<file path="src/rtl/ecu_pkg.sv">
package ecu_pkg;
  typedef struct packed {
    logic on_rise;
    logic on_fall;
    logic irq_en;
  } ecu_cfg_t;
endpackage

</file>
<file path="src/rtl/ecu_sync.sv">
module ecu_sync #(
  parameter int STAGES = 2
) (
  input  logic clk,
  input  logic rst_n,
  input  logic din,
  output logic dout
);
  logic [STAGES-1:0] chain;

  always_ff @(posedge clk) begin
    if (!rst_n) chain <= '0;
    else        chain <= {chain[STAGES-2:0], din};
  end

  assign dout = chain[STAGES-1];
endmodule

</file>
<file path="src/rtl/ecu_edge.sv">
module ecu_edge (
  input  logic clk,
  input  logic rst_n,
  input  logic level,
  output logic rise,
  output logic fall
);
  logic level_d;

  always_ff @(posedge clk) begin
    if (!rst_n) level_d <= 1'b0;
    else        level_d <= level;
  end

  assign rise = level & ~level_d;
  assign fall = ~level & level_d;
endmodule

</file>
<file path="src/rtl/ecu_channel.sv">
module ecu_channel
  import ecu_pkg::*;
#(
  parameter int CNT_W = 32
) (
  input  logic             clk,
  input  logic             rst_n,
  input  logic             rise,
  input  logic             fall,
  input  ecu_cfg_t         cfg,
  input  logic [CNT_W-1:0] count,
  input  logic             clr,
  output logic [CNT_W-1:0] cap,
  output logic             flag
);
  logic evt;
  logic set_flag;

  assign evt      = (rise & cfg.on_rise) | (fall & cfg.on_fall);
  assign set_flag = evt & cfg.irq_en;

  always_ff @(posedge clk) begin
    if (!rst_n)   cap <= '0;
    else if (evt) cap <= count;
  end

  always_ff @(posedge clk) begin
    if (!rst_n)        flag <= 1'b0;
    else if (set_flag) flag <= 1'b1;
    else if (clr)      flag <= 1'b0;
  end

  assert_load_R1: assert property (@(posedge clk) disable iff (!rst_n)
    evt |=> cap == $past(count));
  assert_hold_R4: assert property (@(posedge clk) disable iff (!rst_n)
    !evt |=> $stable(cap));
  assert_set_wins_R8: assert property (@(posedge clk) disable iff (!rst_n)
    set_flag |=> flag);
  assert_clear_R7: assert property (@(posedge clk) disable iff (!rst_n)
    (clr && !set_flag) |=> !flag);
  assert_no_spurious_R5: assert property (@(posedge clk) disable iff (!rst_n)
    (!flag && !set_flag) |=> !flag);
endmodule

</file>
<file path="src/rtl/edge_capture_unit.sv">
module edge_capture_unit
  import ecu_pkg::*;
#(
  parameter int NUM_CH      = 2,
  parameter int CNT_W       = 32,
  parameter int SYNC_STAGES = 2
) (
  input  logic                    clk,
  input  logic                    rst_n,
  input  logic [CNT_W-1:0]        tmr_count,
  input  logic [NUM_CH-1:0]       cap_pin,
  input  logic [NUM_CH-1:0]       cfg_rise,
  input  logic [NUM_CH-1:0]       cfg_fall,
  input  logic [NUM_CH-1:0]       cfg_irq,
  input  logic                    flag_clr_we,
  input  logic [NUM_CH-1:0]       flag_clr_data,
  output logic [NUM_CH*CNT_W-1:0] cap_value,
  output logic [NUM_CH-1:0]       cap_flags,
  output logic                    irq
);
  localparam int VAL_W = NUM_CH * CNT_W;

  logic [NUM_CH-1:0] pin_s, rise_v, fall_v;

  for (genvar c = 0; c < NUM_CH; c++) begin : g_ch
    ecu_cfg_t cfg_c;
    assign cfg_c = '{on_rise: cfg_rise[c], on_fall: cfg_fall[c], irq_en: cfg_irq[c]};

    ecu_sync #(.STAGES(SYNC_STAGES)) u_sync (
      .clk(clk), .rst_n(rst_n), .din(cap_pin[c]), .dout(pin_s[c]));

    ecu_edge u_edge (
      .clk(clk), .rst_n(rst_n), .level(pin_s[c]),
      .rise(rise_v[c]), .fall(fall_v[c]));

    ecu_channel #(.CNT_W(CNT_W)) u_chan (
      .clk(clk), .rst_n(rst_n), .rise(rise_v[c]), .fall(fall_v[c]),
      .cfg(cfg_c), .count(tmr_count),
      .clr(flag_clr_we & flag_clr_data[c]),
      .cap(cap_value[c*CNT_W +: CNT_W]), .flag(cap_flags[c]));
  end

  assign irq = |cap_flags;

  assert_irq_R6: assert property (@(posedge clk) disable iff (!rst_n)
    irq == (cap_flags != '0));
  assert_reset_R9: assert property (@(posedge clk)
    !rst_n |=> (cap_value == {VAL_W{1'b0}}) && (cap_flags == '0));
endmodule

</file>
<file path="config.mk">
export PLATFORM = sky130hd
export DESIGN_NAME = edge_capture_unit
export DESIGN_NICKNAME = d
export VERILOG_FILES = /design/src/rtl/ecu_pkg.sv /design/src/rtl/ecu_sync.sv /design/src/rtl/ecu_edge.sv /design/src/rtl/ecu_channel.sv /design/src/rtl/edge_capture_unit.sv
export SDC_FILE = /design/constraint.sdc
export NUM_CORES = 1
export LEC_CHECK = 0
export BUFFER_PORTS_ARGS = -buffer_cell sky130_fd_sc_hd__buf_2
export CORE_MARGIN = 5
export CORE_UTILIZATION = 43
export DETAILED_ROUTE_END_ITERATION = 6
export PLACE_DENSITY = 0.76
export SLEW_MARGIN = 20
export SYNTH_ARGS = -nofsm -noshare
export SYNTH_HDL_FRONTEND = slang
export SYNTH_SLANG_ARGS = --single-unit
export TNS_END_PERCENT = 10
</file>
<file path="constraint.sdc">
create_clock -name clk -period 1.12 [get_ports clk]
set_input_delay 0.056 -clock clk [delete_from_list [all_inputs] [get_ports clk]]
set_output_delay 0.056 -clock clk [all_outputs]
set_load 0.005 [all_outputs]
</file>
# ---- Word-level counts from Yosys, hierarchy flattened
# Index checks and enable logic that the tools add are counted.
dict set report classes {
  muxes 4
  bitwise_logic 18
  reduce_logical 3
}
# operator count
set op_table {}
lappend op_table {{bitwise AND 1 bit} 12}
lappend op_table {{2-to-1 mux 1 bit} 4}
lappend op_table {{NOT 1 bit} 4}
lappend op_table {{nonzero test 2 bit} 2}
lappend op_table {{OR 1 bit} 2}
lappend op_table {{OR reduction 2 bit} 1}
dict set report word_totals {
  reg_bits 72
  inputBits 45
  out_inout_bits 67
  wordCells 33
}

# ---- Logic depth before layout (Yosys ltp)
dict set report depth {
  word_depth 6
  ltp_mapped 5
  ltp_nobuf 3
}

# ---- By module
# From an unflattened synthesis, not the netlist that was laid out.
dict set report hier_totals {
  cells_unflattened 305
  area_unflattened_um2 2874.0
}
# module instances cells_each area_each_um2 seq_area_each_um2
set by_module_without_submodules {}
lappend by_module_without_submodules {ecu_channel 2 143 1336.3 660.6}
lappend by_module_without_submodules {ecu_sync 2 4 52.6 40.0}
lappend by_module_without_submodules {ecu_edge 2 4 38.8 20.0}
lappend by_module_without_submodules {edge_capture_unit 1 3 18.8 0.0}

# ---- Worst setup path before layout
# Ideal clock, no wire load.
dict set report synth_path {
  kind {register -> register}
  start {register g_ch[1].u_edge.level_d}
  end {register g_ch[1].u_chan.cap[0]}
  setup_ps 72
  t_arrival_ps 1101
  required_ps 1048
  path_slack_ps -52
  path_stages_with_launch 5
  n_path_buf 1
  synth_period_minus_slack_ps 1172
  cell_sequence {dfxtp_1 -> nand2_2 -> o22ai_4 -> buf_12 -> mux2i_1}
}
dict set report synth_via {
  elab_chain_len 4
  word_cells_on_any_way 6
  cone_classes {bitwise (6)}
}
# item line_no
set synth_rtl {}
lappend synth_rtl {{start: declaration} ecu_edge.sv:8} ;# logic level_d;
lappend synth_rtl {{start signal: assignment} ecu_edge.sv:12} ;# else level_d <= level;
lappend synth_rtl {{NOT 1 bit} ecu_edge.sv:15} ;# assign rise = level & ~level_d;
lappend synth_rtl {{bitwise AND 1 bit} ecu_edge.sv:15}
lappend synth_rtl {{bitwise AND 1 bit} ecu_channel.sv:19} ;# assign evt = (rise & cfg.on_rise) | (fall & cfg.on_fall);
lappend synth_rtl {{OR 1 bit *} ecu_channel.sv:19}
lappend synth_rtl {{end signal: assignment} ecu_channel.sv:24} ;# else if (evt) cap <= count;
lappend synth_rtl {{end: declaration} ecu_channel.sv:13} ;# output logic [CNT_W-1:0] cap,
# Every way passes the cells marked *; elsewhere a longest branch is shown, timed or not.
# A chain may end at the register's enable or synchronous reset.

# ---- Worst setup path after layout
dict set report layout_path {
  start {register g_ch[1].u_edge.level_d}
  end {register g_ch[1].u_chan.cap[25]}
}
# Same word-level chain as after synthesis.

==> results.md <==
* Status: complete, but fails checks
* Failing checks: setup timing
* Final setup vio count at 33
* RR Startpoint: g_ch[1].u_edge.level_d
* Vias at 2269
* Root Driver: clkbuf_8
* Final instance area at between 3000 and 4000 sq um
* First-pass GRT wire length at between 10000 and 15000 microns
* Worst min-delay path startpoint: tmr_count[8]
* Fmax at about 820 MHz
* Num CTS Buffers at 9
* P_leak at about 1.8 nW
* Total track usage at 0.164
* Worst Skew at ~0.0085 ns
* Slew Viols, Final at 0
* RSZ-0062 raised after global routing: yes
* Worst path max stage delay at about 0.38 ns
* Routability Congestion at approximately 0.72
* Final Cycle Share at 1.09
* Crit path DAT at ~1.5 ns
* Grt ovf at 0
* Simple-gate share of the synthesized area at 0.167
* Clk_lat worst skew at approximately 0.33 ns
* Worst Hold Class: primary input to flop
* Largest net degree at the start of global routing at 72
* Crit Path Max Fanout at 8
* Max_cap viols at 0
* CP required at between 1 and 1.5 ns
* Worst reg2reg path depth at 5
* R2R Path End: g_ch[1].u_chan.cap[25]
* Yosys warns at 0
* Compound-Gate Fraction of Synth Area at 0.0200
* Util after Layout at 0.620
* Fin. Hold Viols at 0
* Antenna cells at 0
* Nets@finish at 454
* Share of layout cells above drive strength 1 at 0.351
* Crit path from: g_ch[1].u_edge.level_d
* Port Buf Inserts at ~110
* DRC Markers at 0
* Least-Margin Pin Slew at between 0.2 and 0.3 ns
* Layout Area Growth over Synthesis at 41.6%
* Aggregate routed wire length at 6550 microns
* Min Tclk post-route at 1.22 ns
* Cell chain of the critical path: nand2_4 > o22ai_4 > buf_12 > buf_12 > mux2i_4
* Post-Syn Nets at approximately 320
* Hold Crit Depth at 3
* Largest family of logic cells by synthesized area: multiplexers
* Hpwl dp at 4340 microns
* Worst vdd ir at 713 uV
* Worst Setup Path Type: flop to flop
* Die Width at 89.9 microns
* Cells after DPL at approximately 450
* DR pass1 iterations at 5
* Largest cells by area after synthesis: dfxtp_1 52%, mux2i_1 23%, nand2_1 13%
* Adder-Cell Fraction of Synth Area at 0
* Iteration-0 DRC Markers at 77
* Antenna Nets Post-Route at 0
* Die area at roughly 8100 sq um
* Post-synthesis xor/xnor area fraction at 0
* I/O Pins at about 110
* Vias in the first global route at about 2.4k
* Mapped cell area at 2750 sq um
* H-tree depth at 3
* PwrDens at between 1000 and 1500 nW/um^2
* Slew Limit Headroom at 0.812
* Mux share of post-synthesis cell area at 0.233
* #FFs+latches synth at 72
* Clk slew on worst S/H paths at 0.07 ns
* Area fraction of the dominant cell type after synthesis at 0.525
* Layout Cells excl Fill at roughly 500
* Worst Path Buf+Inv at 2
* Clock sinks at a little over 70
* R2r setup slk at -0.10 ns
* Syn Inst Count at about 270
* Hold EP: g_ch[0].u_chan.cap[8]
* Starting Density at 0.438
* Top delay family on crit path: flip-flops
* Yosys cell types at 19
* Core area at 6280 sq um
* Fin worst setup slack at -0.102 ns
* Vias per Instance at 4.63
* Slowest cell on crit path: dfxtp_4
* Sequential share of the synthesized area at 0.525
* DR WL/cell at approximately 13 microns
* Kind of start point of the critical path: flop
* CTS tree: built
* Die outline height at approximately 90 microns
* Longest Clk Path Bufs at 2
* Post-place instance area at ~3400 sq um
* Setup crit end kind: flop
* Antenna violations before repair at 0
* Most common cell on crit path: buf_12
* Avg Inst Size Synth at between 10 and 15 sq um
* Largest area contributor in the netlist: dfxtp_1
* # rows at 29
[synth_stat cells, drive strengths merged]
library cell and number:
o21a 1, a21boi 3, buf 15, mux2i 64
a21oi 1, dfxtp 72, or2 1, and2 6
o22ai 1, and4b 1, nand2 100, clkbuf 5
nand3b 2, nand4b 1
[routing by layer]
layer  global-route usage  vias to the layer above  share of wire
met4               0.0645                        0          0.012
met1                0.191                     1025           0.43
met3               0.0559                        8          0.077
met5                    0                        -              0
li1                     -                     1158              -
met2                0.276                       78           0.48
[area by class of cell]
cell class / instances / area [sq um]
multi-input cells: 181 / 1180
clock buffers: 12 / 155
fillers: 528 / 2390
clock inverters: 3 / 17.5
well taps: 77 / 96.3
repair buffers: 145 / 993
flip-flops and latches: 72 / 1450
[tightest hold or removal path: stages]
cell and delay, ns:
buf_2 0.09, nand2_1 0.07, mux2i_1 0.07
[cell usage in the layout (no fill, tap or decap)]
cell	count
buf_2	111
nand2_1	97
dfxtp_1	68
mux2i_1	63
dlygate4sd3_1	25
clkbuf_8	11
buf_12	8
and2_1	5
nand2_2	2
nand3b_1	2
a21boi_0	2
clkinv_2	2
dfxtp_2	2
dfxtp_4	2
or2_4	1
nand2_4	1
o22ai_4	1
and4b_1	1
a21oi_1	1
nand4b_1	1
a21boi_1	1
o21a_1	1
and2_2	1
mux2i_4	1
clkinvlp_4	1
clkbuf_1	1
buf_16	1
[worst max path at each step]
stage                                   endpoint  slack [ns]  depth (start not counted)
after floorplan            g_ch[1].u_chan.cap[0]       -0.02                          4
after global placement    g_ch[1].u_chan.cap[27]       -0.01                          4
after detailed placement  g_ch[1].u_chan.cap[25]       -0.07                          4
after CTS                 g_ch[1].u_chan.cap[22]       -0.09                          6
after global routing      g_ch[1].u_chan.cap[25]       -0.16                          5
final                     g_ch[1].u_chan.cap[25]       -0.10                          5
[what timing repair did]
item / CTS / global route
hold buffers: 25 / 0
pin swaps: 1 / 1
cloned: 2 / 0
hold endpoints to repair: 39 / 0
gates resized for setup: 7 / 3
endpoints found under the setup margin: 37 / 65
buffers inserted: 2 / 0
[cell families (layout without fill, tap and decap cells)]
family                 after synthesis  in the layout
AO/OA/AOI/OAI                        6              6
multiplexers                        64             64
buffers and inverters               20            160
AND/OR/NAND/NOR                    111            111
flip-flops                          72             72
[per-stage QoR]
stage / TNS (ns) / power [mW] / worst slack, ns / hold WS, ns
6_report: -1.11 / 5.01 / -0.102 / 0.0135
5_1_grt: -4.44 / 5.26 / -0.156 / 0.00235
4_1_cts: -1.19 / 5.09 / -0.0914 / 0.000179
2_1_floorplan: -0.596 / 3.00 / -0.0199 / 0.183
3_3_place_gp: -0.142 / 3.19 / -0.0118 / 0.267
3_5_place_dp: -0.929 / 3.20 / -0.0730 / 0.273
[report_power, final]
| part | switching (mW) | total [mW] | internal (mW) |
|---|---|---|---|
| combinational | 0.246 | 0.551 | 0.305 |
| sequential | 0.0434 | 2.68 | 2.64 |
| clock | 0.870 | 1.78 | 0.906 |
[sequential cells by signal (all words and copies together), names as in the netlist]
signal,flops
g_ch.u_sync.chain,4
g_ch.u_chan.cap,64
g_ch.u_edge.level_d,2
g_ch.u_chan.flag,2
Note: power is estimated with default switching activity, not from simulation.
